**src/rtl/enc_pkg.sv**
```systemverilog
// Shared definitions for the encoder decoder.
// Assumes: a 2-bit mode code, fixed by the register layout that feeds it.
package enc_pkg;
    localparam int MODE_W = 2;

    typedef enum logic [MODE_W-1:0] {
        MODE_STEP = 2'd0,
        MODE_X1   = 2'd1,
        MODE_X2   = 2'd2,
        MODE_X4   = 2'd3
    } enc_mode_e;
endpackage

```
**src/rtl/enc_sync.sv**
```systemverilog
// Multi-flop synchroniser for a bundle of asynchronous levels.
// Assumes: each bit is an independent slow level; the bits are not
// guaranteed to arrive on the same cycle relative to each other.
module enc_sync #(
    parameter int WIDTH  = 3,
    parameter int STAGES = 2
) (
    input  logic             clk,
    input  logic             rst_n,
    input  logic [WIDTH-1:0] d,
    output logic [WIDTH-1:0] q
);
    logic [WIDTH-1:0] stage_q [STAGES];

    // First flop samples the asynchronous pins
    always_ff @(posedge clk) begin
        if (!rst_n) stage_q[0] <= '0;
        else        stage_q[0] <= d;
    end

    genvar g;
    generate
        for (g = 1; g < STAGES; g++) begin : g_chain
            // Each later flop resamples the one before it
            always_ff @(posedge clk) begin
                if (!rst_n) stage_q[g] <= '0;
                else        stage_q[g] <= stage_q[g-1];
            end
        end
    endgenerate

    assign q = stage_q[STAGES-1];
endmodule

```
**src/rtl/enc_step.sv**
```systemverilog
// Phase decoder: turns synchronised A/B levels into up/down strobes,
// a direction flag and a sticky noise flag.
// Assumes: a_s/b_s are synchronised; mode and count_en are quasi-static.
module enc_step
    import enc_pkg::*;
(
    input  logic      clk,
    input  logic      rst_n,
    input  logic      a_s,
    input  logic      b_s,
    input  enc_mode_e mode,
    input  logic      count_en,
    input  logic      noise_clr,
    output logic      cnt_up,
    output logic      cnt_dn,
    output logic      dir_up,
    output logic      noise_err
);
    logic a_p, b_p;
    logic edge_a, edge_b, clash;
    logic hit, go_up, fire;

    // Hold the previous sample of each phase for edge detection
    always_ff @(posedge clk) begin
        if (!rst_n) begin
            a_p <= 1'b0;
            b_p <= 1'b0;
        end else begin
            a_p <= a_s;
            b_p <= b_s;
        end
    end

    // Decide whether this sample is a count and which way it goes
    always_comb begin
        edge_a = a_s ^ a_p;
        edge_b = b_s ^ b_p;
        clash  = (mode != MODE_STEP) && edge_a && edge_b;
        hit    = 1'b0;
        go_up  = 1'b0;
        unique case (mode)
            MODE_STEP: begin
                hit   = edge_a && a_s;
                go_up = b_s;
            end
            MODE_X1: begin
                hit   = edge_a && !edge_b && !b_s;
                go_up = a_s;
            end
            MODE_X2: begin
                hit   = edge_a && !edge_b;
                go_up = a_s ^ b_s;
            end
            MODE_X4: begin
                hit   = edge_a ^ edge_b;
                go_up = edge_a ? (a_s ^ b_s) : !(a_s ^ b_s);
            end
            default: begin
                hit   = 1'b0;
                go_up = 1'b0;
            end
        endcase
        fire = hit && count_en;
    end

    // Register strobes and track direction of the last count
    always_ff @(posedge clk) begin
        if (!rst_n) begin
            cnt_up <= 1'b0;
            cnt_dn <= 1'b0;
            dir_up <= 1'b0;
        end else begin
            cnt_up <= fire && go_up;
            cnt_dn <= fire && !go_up;
            if (fire) dir_up <= go_up;
        end
    end

    // Sticky noise flag; a new clash outranks a clear
    always_ff @(posedge clk) begin
        if (!rst_n)         noise_err <= 1'b0;
        else if (clash)     noise_err <= 1'b1;
        else if (noise_clr) noise_err <= 1'b0;
    end

    assert_no_dual_strobe_R5: assert property (@(posedge clk) disable iff (!rst_n)
        !(cnt_up && cnt_dn));
    assert_dir_up_follows_R5: assert property (@(posedge clk) disable iff (!rst_n)
        cnt_up |-> dir_up);
    assert_dir_dn_follows_R5: assert property (@(posedge clk) disable iff (!rst_n)
        cnt_dn |-> !dir_up);
    assert_gate_blocks_R6: assert property (@(posedge clk) disable iff (!rst_n)
        !$past(count_en) |-> !(cnt_up || cnt_dn));
    assert_noise_sticky_R7: assert property (@(posedge clk) disable iff (!rst_n)
        (noise_err && !noise_clr) |=> noise_err);
    assert_step_no_noise_R1: assert property (@(posedge clk) disable iff (!rst_n)
        ($past(mode) == MODE_STEP && !$past(noise_err)) |-> !noise_err);
endmodule

```
**src/rtl/enc_index.sv**
```systemverilog
// Index qualifier: applies polarity and optional A/B gating, then turns
// the qualified level's rising edge into an event and a preset request.
// Assumes: idx_s, a_s, b_s are synchronised and on the same stage.
module enc_index
    import enc_pkg::*;
(
    input  logic      clk,
    input  logic      rst_n,
    input  logic      idx_s,
    input  logic      a_s,
    input  logic      b_s,
    input  enc_mode_e mode,
    input  logic      sync_req,
    input  logic      pol,
    input  logic      preset_en,
    output logic      idx_event,
    output logic      preset_load
);
    logic active, sync_on, gated, gated_p, rise;

    // Qualify the index; gating is only legal in the quadrature modes
    always_comb begin
        active  = pol ? idx_s : !idx_s;
        sync_on = sync_req && (mode != MODE_STEP);
        gated   = active && (!sync_on || (a_s && b_s));
        rise    = gated && !gated_p;
    end

    // Previous qualified level; starts high so reset gives no event
    always_ff @(posedge clk) begin
        if (!rst_n) gated_p <= 1'b1;
        else        gated_p <= gated;
    end

    // Register the event and the optional preset request together
    always_ff @(posedge clk) begin
        if (!rst_n) begin
            idx_event   <= 1'b0;
            preset_load <= 1'b0;
        end else begin
            idx_event   <= rise;
            preset_load <= rise && preset_en;
        end
    end

    assert_event_one_cycle_R8: assert property (@(posedge clk) disable iff (!rst_n)
        idx_event |=> !idx_event);
    assert_preset_with_event_R9: assert property (@(posedge clk) disable iff (!rst_n)
        preset_load |-> idx_event);
    assert_sync_needs_ab_R10: assert property (@(posedge clk) disable iff (!rst_n)
        (idx_event && $past(sync_req) && $past(mode) != MODE_STEP) |-> ($past(a_s) && $past(b_s)));
endmodule

```
**src/rtl/quad_decoder.sv**
```systemverilog
// Encoder channel front end: synchronises A, B and index, then decodes
// counts, direction, noise and index events for an external counter.
// Assumes: configuration inputs come from registers in this clock domain.
module quad_decoder
    import enc_pkg::*;
#(
    parameter int SYNC_STAGES = 2
) (
    input  logic              clk,
    input  logic              rst_n,
    input  logic              pin_a,
    input  logic              pin_b,
    input  logic              pin_idx,
    input  logic [MODE_W-1:0] mode,
    input  logic              count_en,
    input  logic              idx_sync_req,
    input  logic              idx_pol,
    input  logic              idx_preset_en,
    input  logic              noise_clr,
    output logic              cnt_up,
    output logic              cnt_dn,
    output logic              dir_up,
    output logic              noise_err,
    output logic              idx_event,
    output logic              preset_load,
    output logic              idx_level
);
    localparam int PIN_W = 3;

    logic [PIN_W-1:0] pins_s;
    logic             a_s, b_s, idx_s;
    enc_mode_e        mode_e;

    assign mode_e = enc_mode_e'(mode);

    enc_sync #(.WIDTH(PIN_W), .STAGES(SYNC_STAGES)) u_sync (
        .clk   (clk),
        .rst_n (rst_n),
        .d     ({pin_idx, pin_b, pin_a}),
        .q     (pins_s)
    );

    assign a_s       = pins_s[0];
    assign b_s       = pins_s[1];
    assign idx_s     = pins_s[2];
    assign idx_level = idx_s;

    enc_step u_step (
        .clk       (clk),
        .rst_n     (rst_n),
        .a_s       (a_s),
        .b_s       (b_s),
        .mode      (mode_e),
        .count_en  (count_en),
        .noise_clr (noise_clr),
        .cnt_up    (cnt_up),
        .cnt_dn    (cnt_dn),
        .dir_up    (dir_up),
        .noise_err (noise_err)
    );

    enc_index u_index (
        .clk         (clk),
        .rst_n       (rst_n),
        .idx_s       (idx_s),
        .a_s         (a_s),
        .b_s         (b_s),
        .mode        (mode_e),
        .sync_req    (idx_sync_req),
        .pol         (idx_pol),
        .preset_en   (idx_preset_en),
        .idx_event   (idx_event),
        .preset_load (preset_load)
    );
endmodule

```
**config.mk**
```make
export PLATFORM = sky130hd
export DESIGN_NAME = quad_decoder
export DESIGN_NICKNAME = d
export VERILOG_FILES = /design/src/rtl/enc_pkg.sv /design/src/rtl/enc_sync.sv /design/src/rtl/enc_step.sv /design/src/rtl/enc_index.sv /design/src/rtl/quad_decoder.sv
export SDC_FILE = /design/constraint.sdc
export NUM_CORES = 1
export LEC_CHECK = 0
export ABC_AREA = 1
export BUFFER_PORTS_ARGS = -buffer_cell sky130_fd_sc_hd__buf_2
export CORE_MARGIN = 4
export CORE_UTILIZATION = 35
export DETAILED_ROUTE_END_ITERATION = 10
export HOLD_SLACK_MARGIN = 0.15
export PLACE_DENSITY_LB_ADDON = 0.3
export SLEW_MARGIN = 40
export SYNTH_ARGS = -nofsm -noshare
export SYNTH_HDL_FRONTEND = slang
export SYNTH_SLANG_ARGS = --single-unit
```
**constraint.sdc**
```tcl
create_clock -name clk -period 1.55 [get_ports clk]
set_input_delay 0.3875 -clock clk [delete_from_list [all_inputs] [get_ports clk]]
set_output_delay 0.3875 -clock clk [all_outputs]
set_load 0.02 [all_outputs]
```
## Yosys cells after proc, flatten, opt, wreduce, memory -nomap -nowiden

Memories as Yosys holds them, arrays and structs flattened.
Cells that the tools add are included.

- Bits in registers: 9
- Latch bits: 0
- Bits in writable memories: 6
- ROM bits: 0
- Bits of input ports: 12
- Output and inout bits: 7
- Logic and storage cells: 53
- Memories kept: 1

- $add $sub $neg: 0
- Multipliers: 0
- Div/mod/pow operators: 0
- Magnitude comparators: 0
- Eq/ne operators: 3
- Shift operators: 0
- Multiplexer cells: 10
- Bitwise logic cells: 6
- Reductions and logical operators: 24

Memories:

| memory | words | width | rd ports | clocked after Yosys merged registers in | wr ports | line | source |
|---|---|---|---|---|---|---|---|
| u_sync.stage_q | 2 | 3 | 2 | 0 | 2 | enc_sync.sv:13 | `logic [WIDTH-1:0] stage_q [STAGES];` |

Operators by type and width:

| kind | count |
|---|---|
| 1-bit logical AND | 13 |
| 1-bit case mux with 4 select lines | 2 |
| 1-bit logical NOT | 7 |
| 1-bit two-way mux | 6 |
| 3-bit two-way mux | 2 |
| 2-bit equality test (second input constant) | 2 |
| 2-bit nonzero test | 2 |
| 1-bit bitwise XOR | 4 |
| 2-bit by 1-bit equality test with 1-bit output (second input constant) | 1 |
| 2-bit logical NOT | 1 |
| 1-bit bitwise OR | 2 |
| 1-bit logical OR | 1 |

## Logic depth before layout (Yosys ltp)

Gate-level depths: netlist (run 1).

- Depth in word-level cells: 7
- Depth in mapped cells: 11
- Gate-level depth less buffers: 11

## By module

From an unflattened synthesis (run 1), not the netlist that was laid out.

- Cell total of the unflattened synthesis: 95
- Area, all modules: 655.6 um^2

Modules (own cells, without submodules):

| module | times used | cells each | area each (um^2) | sequential area each (um^2) |
|---|---|---|---|---|
| enc_step | 1 | 56 | 342.8 | 120.1 |
| enc_sync | 1 | 18 | 165.2 | 120.1 |
| enc_index | 1 | 21 | 147.6 | 60.1 |

## Worst setup path after synthesis (run 1)

OpenSTA, ideal clock, no wires.

- Path type: reg-to-reg
- Start point: memory u_sync.stage_q[1][0]
- End point: register u_step.dir_up
- Arrival time: 1.305 ns
- Setup slack: 0.131 ns
- Cell stages (with the launch flop): 10
- Buffers on the path: 0
- Cell sequence: dfxtp_1 ha_1 inv_1 ha_1 nand2_1 nand3_2 nand2_1 nand2_1 nand2_1 nand2_1

RTL lines:

| element | line | source |
|---|---|---|
| from (decl) | enc_sync.sv:13 |  |
| to (signal assigned) | enc_step.sv:75 | `if (fire) dir_up <= go_up;` |
| to (decl) | enc_step.sv:16 | `output logic dir_up,` |

## Final worst setup path (run 1)

- Start point: register u_step.a_p
- End point: register u_step.dir_up

- Cells in the longest elaborated chain, start to end: 5

RTL lines:

| element | line | source |
|---|---|---|
| from (decl) | enc_step.sv:19 | `logic a_p, b_p;` |
| from (signal assigned) | enc_step.sv:29 | `a_p <= a_s;` |
| 1-bit bitwise XOR * | enc_step.sv:36 | `edge_a = a_s ^ a_p;` |
| 1-bit logical AND | enc_step.sv:47, enc_step.sv:51 |  |
| 1-bit logical AND | enc_step.sv:47 | `hit = edge_a && !edge_b && !b_s;` |
| 1-bit case mux with 4 select lines | enc_step.sv:41 | `unique case (mode)` |
| 1-bit logical AND | enc_step.sv:63 | `fire = hit && count_en;` |

Every way passes the cells marked *; elsewhere a longest branch is shown, timed or not.
A chain may end at the register's enable or synchronous reset.

==> results of run 1 <==
synthesized netlist by cell type:
library cell	n	area, µm²
a21oi_1	2	10.01
a21oi_2	1	8.760
buf_2	1	5.000
dfxtp_1	15	300.3
ha_1	3	37.54
inv_1	23	86.33
inv_2	1	3.750
nand2_1	29	108.9
nand3_1	4	20.02
nand3_2	1	10.01
nand3b_1	1	7.510
nand4_1	2	12.51
nor2_1	2	7.510
o21ai_2	1	8.760
or2_2	1	6.260
xnor2_1	1	8.760
flip-flops by register name, summed over array words and instances (netlist names):
| signal | cells |
|---|---|
| u_sync.stage_q | 6 |
| u_index.gated_p | 1 |
| u_index.idx_event | 1 |
| u_index.preset_load | 1 |
| u_step.a_p | 1 |
| u_step.b_p | 1 |
| u_step.cnt_dn | 1 |
| u_step.cnt_up | 1 |
| u_step.dir_up | 1 |
| u_step.noise_err | 1 |
stage by stage:
stage / hold slack (ps) / cells
after global placement: 392.4 / 131
after global routing: 272.5 / 135
after detailed placement: 398.8 / 131
final: 272.8 / 135
after CTS: 256.8 / 135
after floorplan: 390.5 / 88
cells by family after synthesis:
kind of cell | Yosys count | synth area share
AO/OA/AOI/OAI | 4 | 0.04289
XOR/XNOR | 1 | 0.01365
adder cells (fa/ha/maj) | 3 | 0.05849
buffers and inverters | 25 | 0.1481
flip-flops | 15 | 0.4678
AND/OR/NAND/NOR | 40 | 0.2690
layer usage:
| metal | part of all wire | track usage | vias to the layer above |
|---|---|---|---|
| li1 | - | - | 299 |
| met1 | 0.39 | 0.09747 | 232 |
| met2 | 0.53 | 0.1739 | 13 |
| met3 | 0.056 | 0.05248 | 4 |
| met4 | 0.026 | 0.06726 | 0 |
| met5 | 0 | 0 | - |
power breakdown:
part           internal, mW  leakage, nW  total (mW)  switching, mW
logic                0.0427        0.362       0.103         0.0605
registers             0.401        0.124       0.406        0.00557
clock network        0.0960       0.0177       0.218          0.122
total                 0.540        0.504       0.727          0.188
what timing repair did:
| action | CTS | global route |
|---|---|---|
| endpoints found under the hold margin | 0 | 0 |
| resized for setup | 0 | 5 |
| setup endpoints to repair | 0 | 3 |
| hold buffers | 0 | 0 |
worst max path at each step:
stage | start | to | slack, ps | cells after the start
2_1_floorplan | u_sync.stage_q[1][0]$_SDFF_PN0_ | u_step.dir_up$_SDFFE_PN0P_ | 130 | 9
3_3_place_gp | u_sync.stage_q[1][0]$_SDFF_PN0_ | u_step.dir_up$_SDFFE_PN0P_ | 70 | 9
3_5_place_dp | u_sync.stage_q[1][0]$_SDFF_PN0_ | u_step.dir_up$_SDFFE_PN0P_ | 30 | 9
4_1_cts | u_sync.stage_q[1][0]$_SDFF_PN0_ | u_step.dir_up$_SDFFE_PN0P_ | 6 | 9
5_1_grt | u_step.a_p$_SDFF_PN0_ | u_step.dir_up$_SDFFE_PN0P_ | -10 | 10
6_report | u_step.a_p$_SDFF_PN0_ | u_step.dir_up$_SDFFE_PN0P_ | 90 | 10
tightest hold or removal path: stages:
cell and delay [ps]:
buf_2 70, nand2_1 40, inv_1 40
area by class of cell:
class,instances,area [µm²]
fillers,185,913.4
multi-input cells,48,264.0
inverters,24,90.09
clock buffers,3,22.52
repair buffers,19,97.59
flip-flops and latches,15,302.8
clock inverters,1,5.005
well taps,25,31.28
layout by cell type (no fill, tap or decap), drive strengths merged:
master and count:
nand2 29, inv 24, a21oi 3, o21ai 1, buf 19, xnor2 1, nor2 2, clkbuf 3
nand3b 1, ha 3, dfxtp 15, nand4 2, clkinv 1, nand3 5, or2 1
==> impl_metrics.env, run 1 <==
export IMPL_outcome="completed"
export IMPL_synth_warnings=0
export IMPL_wirelength_um=1136
export IMPL_cpPeakStageDelay_ps=320
export IMPL_syn_avg_cell_area_um2=7.294
export IMPL_hold_path_class="primary input to flop"
export IMPL_cp_slowest_cell="dfxtp_2"
export IMPL_grt_ovfl_total=0
export IMPL_fmax_mhz=685.2
export IMPL_period_needed_ps=1459
export IMPL_relSlewSlack=0.8521
export IMPL_critical_path_class="flop to flop"
export IMPL_worstPathRequired_ps=1740
export IMPL_cts_buffer_depth=2
export IMPL_worstPathCellList="inv_1 -> ha_4 -> inv_1 -> ha_1 -> nand2_1 -> nand3_2 -> nand2_2 -> nand2_2 -> nand2_1 -> nand2_1"
export IMPL_die_w_um=50.83
export IMPL_placed_area_um2=765.7
export IMPL_finalClockSkew_ps=2.038
export IMPL_ir_drop_uv=628.2
export IMPL_postLayoutCoreUtil=0.4710
export IMPL_cts_buffers=3
export IMPL_synthesis_area_um2=641.9
export IMPL_io_pins=19
export IMPL_total_power_mw=0.7273
export IMPL_path_buf_inv=2
export IMPL_p_leak_nw=0.5040
export IMPL_grt_max_degree=14
export IMPL_postCtsSetupBuffers=0
export IMPL_worst_pin_slew_ps=221.8
export IMPL_track_usage=0.1030
export IMPL_ys_seq_elements=15
export IMPL_cp_end_kind="flop"
export IMPL_rows=15
export IMPL_vias=548
export IMPL_power_density_nw_per_um2=894.3
export IMPL_r2r_start="u_step.a_p$_SDFF_PN0_"
export IMPL_grt_pass1_vias=468
export IMPL_num_nets_final=126
export IMPL_hold_path_depth=3
export IMPL_core_area_um2=1727
export IMPL_setup_violations=0
export IMPL_min_from="pin_idx"
export IMPL_clock_sinks=15
export IMPL_maxSlewViolCount=0
export IMPL_dieArea_um2=2583
export IMPL_clk_pin_slew_ps=80
export IMPL_routedWlPerCell_um=8.415
export IMPL_synthCells=88
export IMPL_hold_path_end="u_sync.stage_q[0][2]$_SDFF_PN0_"
export IMPL_reg2reg_slack_ps=90
export IMPL_root_buffer="clkbuf_4"
export IMPL_crit_family="adder cells"
export IMPL_die_y_um=50.83
export IMPL_synth_distinct_cells=16
export IMPL_detailed_place_hpwl_um=889.9
export IMPL_start_kind="flop"
export IMPL_grt_pass1_wl_um=1883
export IMPL_htree_levels=1
export IMPL_pre_cts_slack_ps=28.29
export IMPL_diodes=0
export IMPL_setup_slack_ps=90.65
export IMPL_worstPathMaxFanout=3
export IMPL_syn_num_nets=103
export IMPL_reg2reg_depth=10
export IMPL_arrival_ps=1640
export IMPL_start_util=0.3717
export IMPL_drc=0
export IMPL_yosysSeqAreaShare=0.4678
export IMPL_timing_critical_path_mode_cell="nand2_1"
export IMPL_antenna_found_initial=0
export IMPL_io_buffers=18
export IMPL_place_congestion=0.7986
export IMPL_final_area_um2=813.3
export IMPL_hold_viol=0
export IMPL_r2r_end="u_step.dir_up$_SDFFE_PN0P_"
export IMPL_fin_crit_sh=0.9415
export IMPL_fin_setup_tns_ps=0
export IMPL_vias_per_cell=4.059
export IMPL_layout_drive_gt1_share=0.3000
export IMPL_first_pass_iters=4
export IMPL_drv_cap=0
export IMPL_ant_nets=0
export IMPL_cts_tree="yes"
export IMPL_syn_to_final_growth_pct=26.71
export IMPL_clkLatencyLatePin_ps=280
export IMPL_drtIter0Drc=10
Note: power is estimated with default switching activity, not from simulation.
==> inputs of run 2 (changes only) <==
clock period = 1.35 ns   (was 1.55 ns; I/O delays follow)
==> impl_metrics.env, run 2 (same netlist as run 1, synthesis figures left out) <==
export IMPL_num_nets_final=129
export IMPL_hold_path_class="primary input to flop"
export IMPL_vias=567
export IMPL_antenna_found_initial=0
export IMPL_syn_to_final_growth_pct=34.70
export IMPL_fin_crit_sh=0.9750
export IMPL_cp_end_kind="flop"
export IMPL_cpPeakStageDelay_ps=340
export IMPL_multi_input_area_um2=290.3
export IMPL_p_leak_nw=0.5158
export IMPL_setup_slack_ps=33.77
export IMPL_outcome="completed"
export IMPL_worstPathCellList="or2_4 -> nand2_4 -> ha_4 -> nand2_1 -> nand2_1 -> nand2_2 -> a21oi_2 -> nand2_1 -> nand2_1"
export IMPL_setup_violations=0
export IMPL_clk_pin_slew_ps=80
export IMPL_io_buffers=18
export IMPL_grt_pass1_vias=559
export IMPL_cp_slowest_cell="dfxtp_2"
export IMPL_nFillCells=190
export IMPL_period_needed_ps=1316
export IMPL_layout_drive_gt1_share=0.3628
export IMPL_grt_max_degree=14
export IMPL_core_area_um2=1727
export IMPL_cts_buffer_depth=2
export IMPL_root_buffer="clkbuf_4"
export IMPL_worst_pin_slew_ps=245.5
export IMPL_finalClockSkew_ps=0.5797
export IMPL_routedWlPerCell_um=9.138
export IMPL_detailed_place_hpwl_um=916
export IMPL_drc=0
export IMPL_relSlewSlack=0.8363
export IMPL_rsz0062_at_grt="true"
export IMPL_die_w_um=50.83
export IMPL_dieArea_um2=2583
export IMPL_maxSlewViolCount=0
export IMPL_dp_cells=133
export IMPL_instances_no_fill=138
export IMPL_crit_family="simple AND/OR/NAND/NOR gates"
export IMPL_track_usage=0.1097
export IMPL_vias_per_cell=4.109
export IMPL_fmax_mhz=759.7
export IMPL_wirelength_um=1261
export IMPL_regArea_um2=304.0
export IMPL_die_y_um=50.83
export IMPL_worstPathMaxFanout=4
export IMPL_final_common_cell="nand2_1"
export IMPL_place_congestion=0.8738
export IMPL_rows=15
export IMPL_grt_pass1_wl_um=2104
export IMPL_drtIter0Drc=7
export IMPL_arrival_ps=1540
export IMPL_diodes=0
export IMPL_clock_sinks=15
export IMPL_drv_cap=0
export IMPL_clkLatencyLatePin_ps=270
export IMPL_power_density_nw_per_um2=984.2
export IMPL_first_pass_iters=4
export IMPL_critical_path_class="flop to flop"
export IMPL_start_kind="flop"
export IMPL_cts_tree="yes"
export IMPL_timing_critical_path_mode_cell="nand2_1"
export IMPL_path_buf_inv=0
export IMPL_largest_register_ffs=6
export IMPL_ir_drop_uv=647.2
export IMPL_pre_cts_slack_ps=-68.40
export IMPL_grt_ovfl_total=0
export IMPL_regMostFlops="u_sync.stage_q"
export IMPL_cts_buffers=3
export IMPL_ant_nets=0
export IMPL_worstPathRequired_ps=1580
export IMPL_io_pins=19
export IMPL_hold_viol=0
export IMPL_layout_common_cells="nand2_1, inv_1, buf_2"
export IMPL_htree_levels=1
export IMPL_start_util=0.3717
export IMPL_total_power_mw=0.8509
## run 2: where the power goes
part | switching [mW] | internal [mW]
Sequential | 0.00683 | 0.461
Clock | 0.130 | 0.115
Combinational | 0.0770 | 0.0616
## run 2: stage by stage
step	cell area (µm²)	hold WS (ps)	util	TNS [ps]
6_report	864.6	234.0	0.5007	0
5_1_grt	864.6	246.1	0.5007	-188.9
4_1_cts	848.3	227.1	0.4913	0
3_5_place_dp	798.3	398.3	0.4623	-123.7
3_3_place_gp	798.3	392.7	0.4623	-52.64
2_1_floorplan	659.4	390.5	-	0
## run 2: worst min-delay path, delay by kind of cell
family	cells	cell delay [ps]
buffers and inverters	2	110
AND/OR/NAND/NOR	1	40
## run 2: final cells by class
type	instances	area share
clock buffer	4	0.03039
inverter	24	0.1071
multi-input combinational	48	0.3357
sequential	15	0.3517
tap	25	0.03618
timing repair buffer	22	0.1389
## run 2: what timing repair did
action	CTS	global route
hold buffers	0	0
setup endpoints to repair	3	3
gates resized for setup	4	5
setup buffers	1	0
pin swaps	7	5
## run 2: final timing paths
check | start | endpoint | slack [ps] | depth (start not counted)
hold / removal | pin_idx | u_sync.stage_q[0][2]$_SDFF_PN0_ | 230 | 3
setup / recovery | u_sync.stage_q[1][1]$_SDFF_PN0_ | u_step.dir_up$_SDFFE_PN0P_ | 30 | 9
setup reg to reg | u_sync.stage_q[1][1]$_SDFF_PN0_ | u_step.dir_up$_SDFFE_PN0P_ | 30 | 9
hold reg to reg | u_sync.stage_q[0][0]$_SDFF_PN0_ | u_sync.stage_q[1][0]$_SDFF_PN0_ | 410 | 2
## run 2: layer usage
metal / vias to the layer above / wire (µm) / GRT usage
met2: 16 / 657 / 0.2174
li1: 308 / - / -
met1: 239 / 505 / 0.09567
met3: 4 / 70 / 0.05248
met5: - / 0 / 0
met4: 0 / 27 / 0.03139
==> inputs of run 3 (changes only) <==
GPL_TIMING_DRIVEN = 0   (was unset)
==> impl_metrics.env, run 3 (same netlist as run 1, synthesis figures left out) <==
export IMPL_cp_end_kind="flop"
export IMPL_nFillCells=184
export IMPL_final_common_cell="nand2_1"
export IMPL_rows=15
export IMPL_r2r_end="u_step.dir_up$_SDFFE_PN0P_"
export IMPL_wirelength_um=1219
export IMPL_timing_critical_path_mode_cell="nand2_1"
export IMPL_layout_common_cells="nand2_1, inv_1, buf_2"
export IMPL_vias=587
export IMPL_htree_levels=1
export IMPL_largest_register_ffs=6
export IMPL_regMostFlops="u_sync.stage_q"
export IMPL_die_y_um=50.83
export IMPL_layout_drive_gt1_share=0.4000
export IMPL_fin_crit_sh=0.9975
export IMPL_fin_setup_tns_ps=0
export IMPL_io_pins=19
export IMPL_reg2reg_slack_ps=3
export IMPL_cts_buffer_depth=2
export IMPL_r2r_start="u_step.a_p$_SDFF_PN0_"
export IMPL_arrival_ps=1530
export IMPL_cts_hold_buf=0
export IMPL_clock_sinks=15
export IMPL_place_congestion=0.8856
export IMPL_die_w_um=50.83
export IMPL_worstPathMaxFanout=2
export IMPL_cts_buffers=3
export IMPL_root_buffer="clkbuf_4"
export IMPL_hold_path_class="primary input to flop"
export IMPL_vias_per_cell=4.193
export IMPL_reg2reg_depth=10
export IMPL_start_kind="flop"
export IMPL_fmax_mhz=742.6
export IMPL_dp_cells=131
export IMPL_num_nets_final=131
export IMPL_hold_path_depth=3
export IMPL_dieArea_um2=2583
export IMPL_grt_max_degree=11
export IMPL_hold_path_end="u_sync.stage_q[0][2]$_SDFF_PN0_"
export IMPL_instances_no_fill=140
export IMPL_min_from="pin_idx"
export IMPL_p_leak_nw=0.5304
export IMPL_worst_pin_slew_ps=194.6
export IMPL_clk_pin_slew_ps=90
export IMPL_setup_slack_ps=3.359
export IMPL_relSlewSlack=0.8693
export IMPL_core_area_um2=1727
export IMPL_worstPathRequired_ps=1540
export IMPL_detailed_place_hpwl_um=898
export IMPL_diodes=0
export IMPL_startpoint="u_step.a_p$_SDFF_PN0_"
export IMPL_grt_pass1_vias=541
export IMPL_hold_viol=0
export IMPL_ant_nets=0
export IMPL_clkLatencyLatePin_ps=280
export IMPL_ir_drop_uv=584.5
export IMPL_drv_cap=0
export IMPL_critical_path_class="flop to flop"
export IMPL_io_buffers=18
export IMPL_pre_cts_slack_ps=-114.1
export IMPL_outcome="completed"
export IMPL_power_density_nw_per_um2=977.8
export IMPL_syn_to_final_growth_pct=38.40
export IMPL_finalClockSkew_ps=2.838
export IMPL_worstPathCellList="inv_2 -> ha_4 -> inv_4 -> ha_4 -> nand2_2 -> nand3_2 -> nand2_1 -> nand2_2 -> nand2_1 -> nand2_1"
export IMPL_grt_ovfl_total=0
export IMPL_cpPeakStageDelay_ps=330
export IMPL_cp_slowest_cell="dfxtp_2"
export IMPL_routedWlPerCell_um=8.707
export IMPL_maxSlewViolCount=0
export IMPL_period_needed_ps=1347
export IMPL_drc=0
export IMPL_cts_tree="yes"
export IMPL_antenna_found_initial=0
export IMPL_rsz0062_at_grt="true"
export IMPL_grt_pass1_wl_um=1966
export IMPL_track_usage=0.1030
export IMPL_setup_violations=0
export IMPL_start_util=0.3717
export IMPL_first_pass_iters=4
export IMPL_drtIter0Drc=4
run 3: cell count changes in the layout (fill, tap and decap cells not counted):
cell,before,now
buf_2,18,19
buf_4,4,5
clkbuf_1,1,0
clkinv_2,0,1
dfxtp_2,3,2
dfxtp_4,0,1
nand2_1,26,25
nand2_2,2,3
nand3_1,4,3
nand3_2,1,2
run 3: repair_timing:
action | CTS | global route
endpoints found under the hold margin | 0 | 0
setup buffers | 4 | 1
endpoints found under the setup margin | 3 | 3
pin swaps | 6 | 7
resized for setup | 7 | 5
run 3: metrics by stage:
step                power, mW  hold slack [ps]    util  cell area [µm²]
global route           0.9178            233.1  0.5145            888.4
finish                 0.8686            225.3  0.5145            888.4
global placement       0.5905            393.3  0.4522            780.7
CTS                    0.8680            216.1  0.4993            862.1
detailed placement     0.5942            398.1  0.4522            780.7
floorplan              0.5545            390.5       -            659.4
run 3: routing by layer:
metal,GRT usage,wire (µm),up-vias,share of wire
li1,-,-,310,-
met1,0.09567,503,251,0.41
met2,0.1804,580,19,0.48
met3,0.03790,83,7,0.068
met4,0.08072,51,0,0.042
met5,0,0,-,0
run 3: worst max-delay path: cells and delay by family, from the launching register on:
family / cells / cell delay [ps]
buffers and inverters: 2 / 80
DFF: 1 / 330
and+or+nand+nor: 6 / 350
adders and majority gates: 2 / 470
run 3: area by class of cell:
type / instances / area, µm² / share of cell area
Buffer: 1 / 5.005 / 0.005634
Clock buffer: 3 / 22.52 / 0.02535
Clock inverter: 1 / 5.005 / 0.005634
Inverter: 24 / 92.59 / 0.1042
Multi-Input combinational cell: 48 / 297.8 / 0.3352
Sequential cell: 15 / 306.5 / 0.3451
Tap cell: 25 / 31.28 / 0.03521
Timing Repair Buffer: 23 / 127.6 / 0.1437
run 3: worst max-delay path by stage:
stage,slack (ps),end,cells after the start
6_report,3,u_step.dir_up$_SDFFE_PN0P_,10
5_1_grt,-30,u_step.dir_up$_SDFFE_PN0P_,9
4_1_cts,-30,u_step.dir_up$_SDFFE_PN0P_,10
3_5_place_dp,-110,u_step.dir_up$_SDFFE_PN0P_,9
3_3_place_gp,-80,u_step.dir_up$_SDFFE_PN0P_,9
2_1_floorplan,6,u_step.dir_up$_SDFFE_PN0P_,10
run 3: report_power, final:
group	leakage, nW	internal, mW	switching, mW
Clock	0.0177	0.110	0.148
Sequential	0.125	0.459	0.00671
Combinational	0.388	0.0659	0.0785
Total	0.530	0.635	0.233
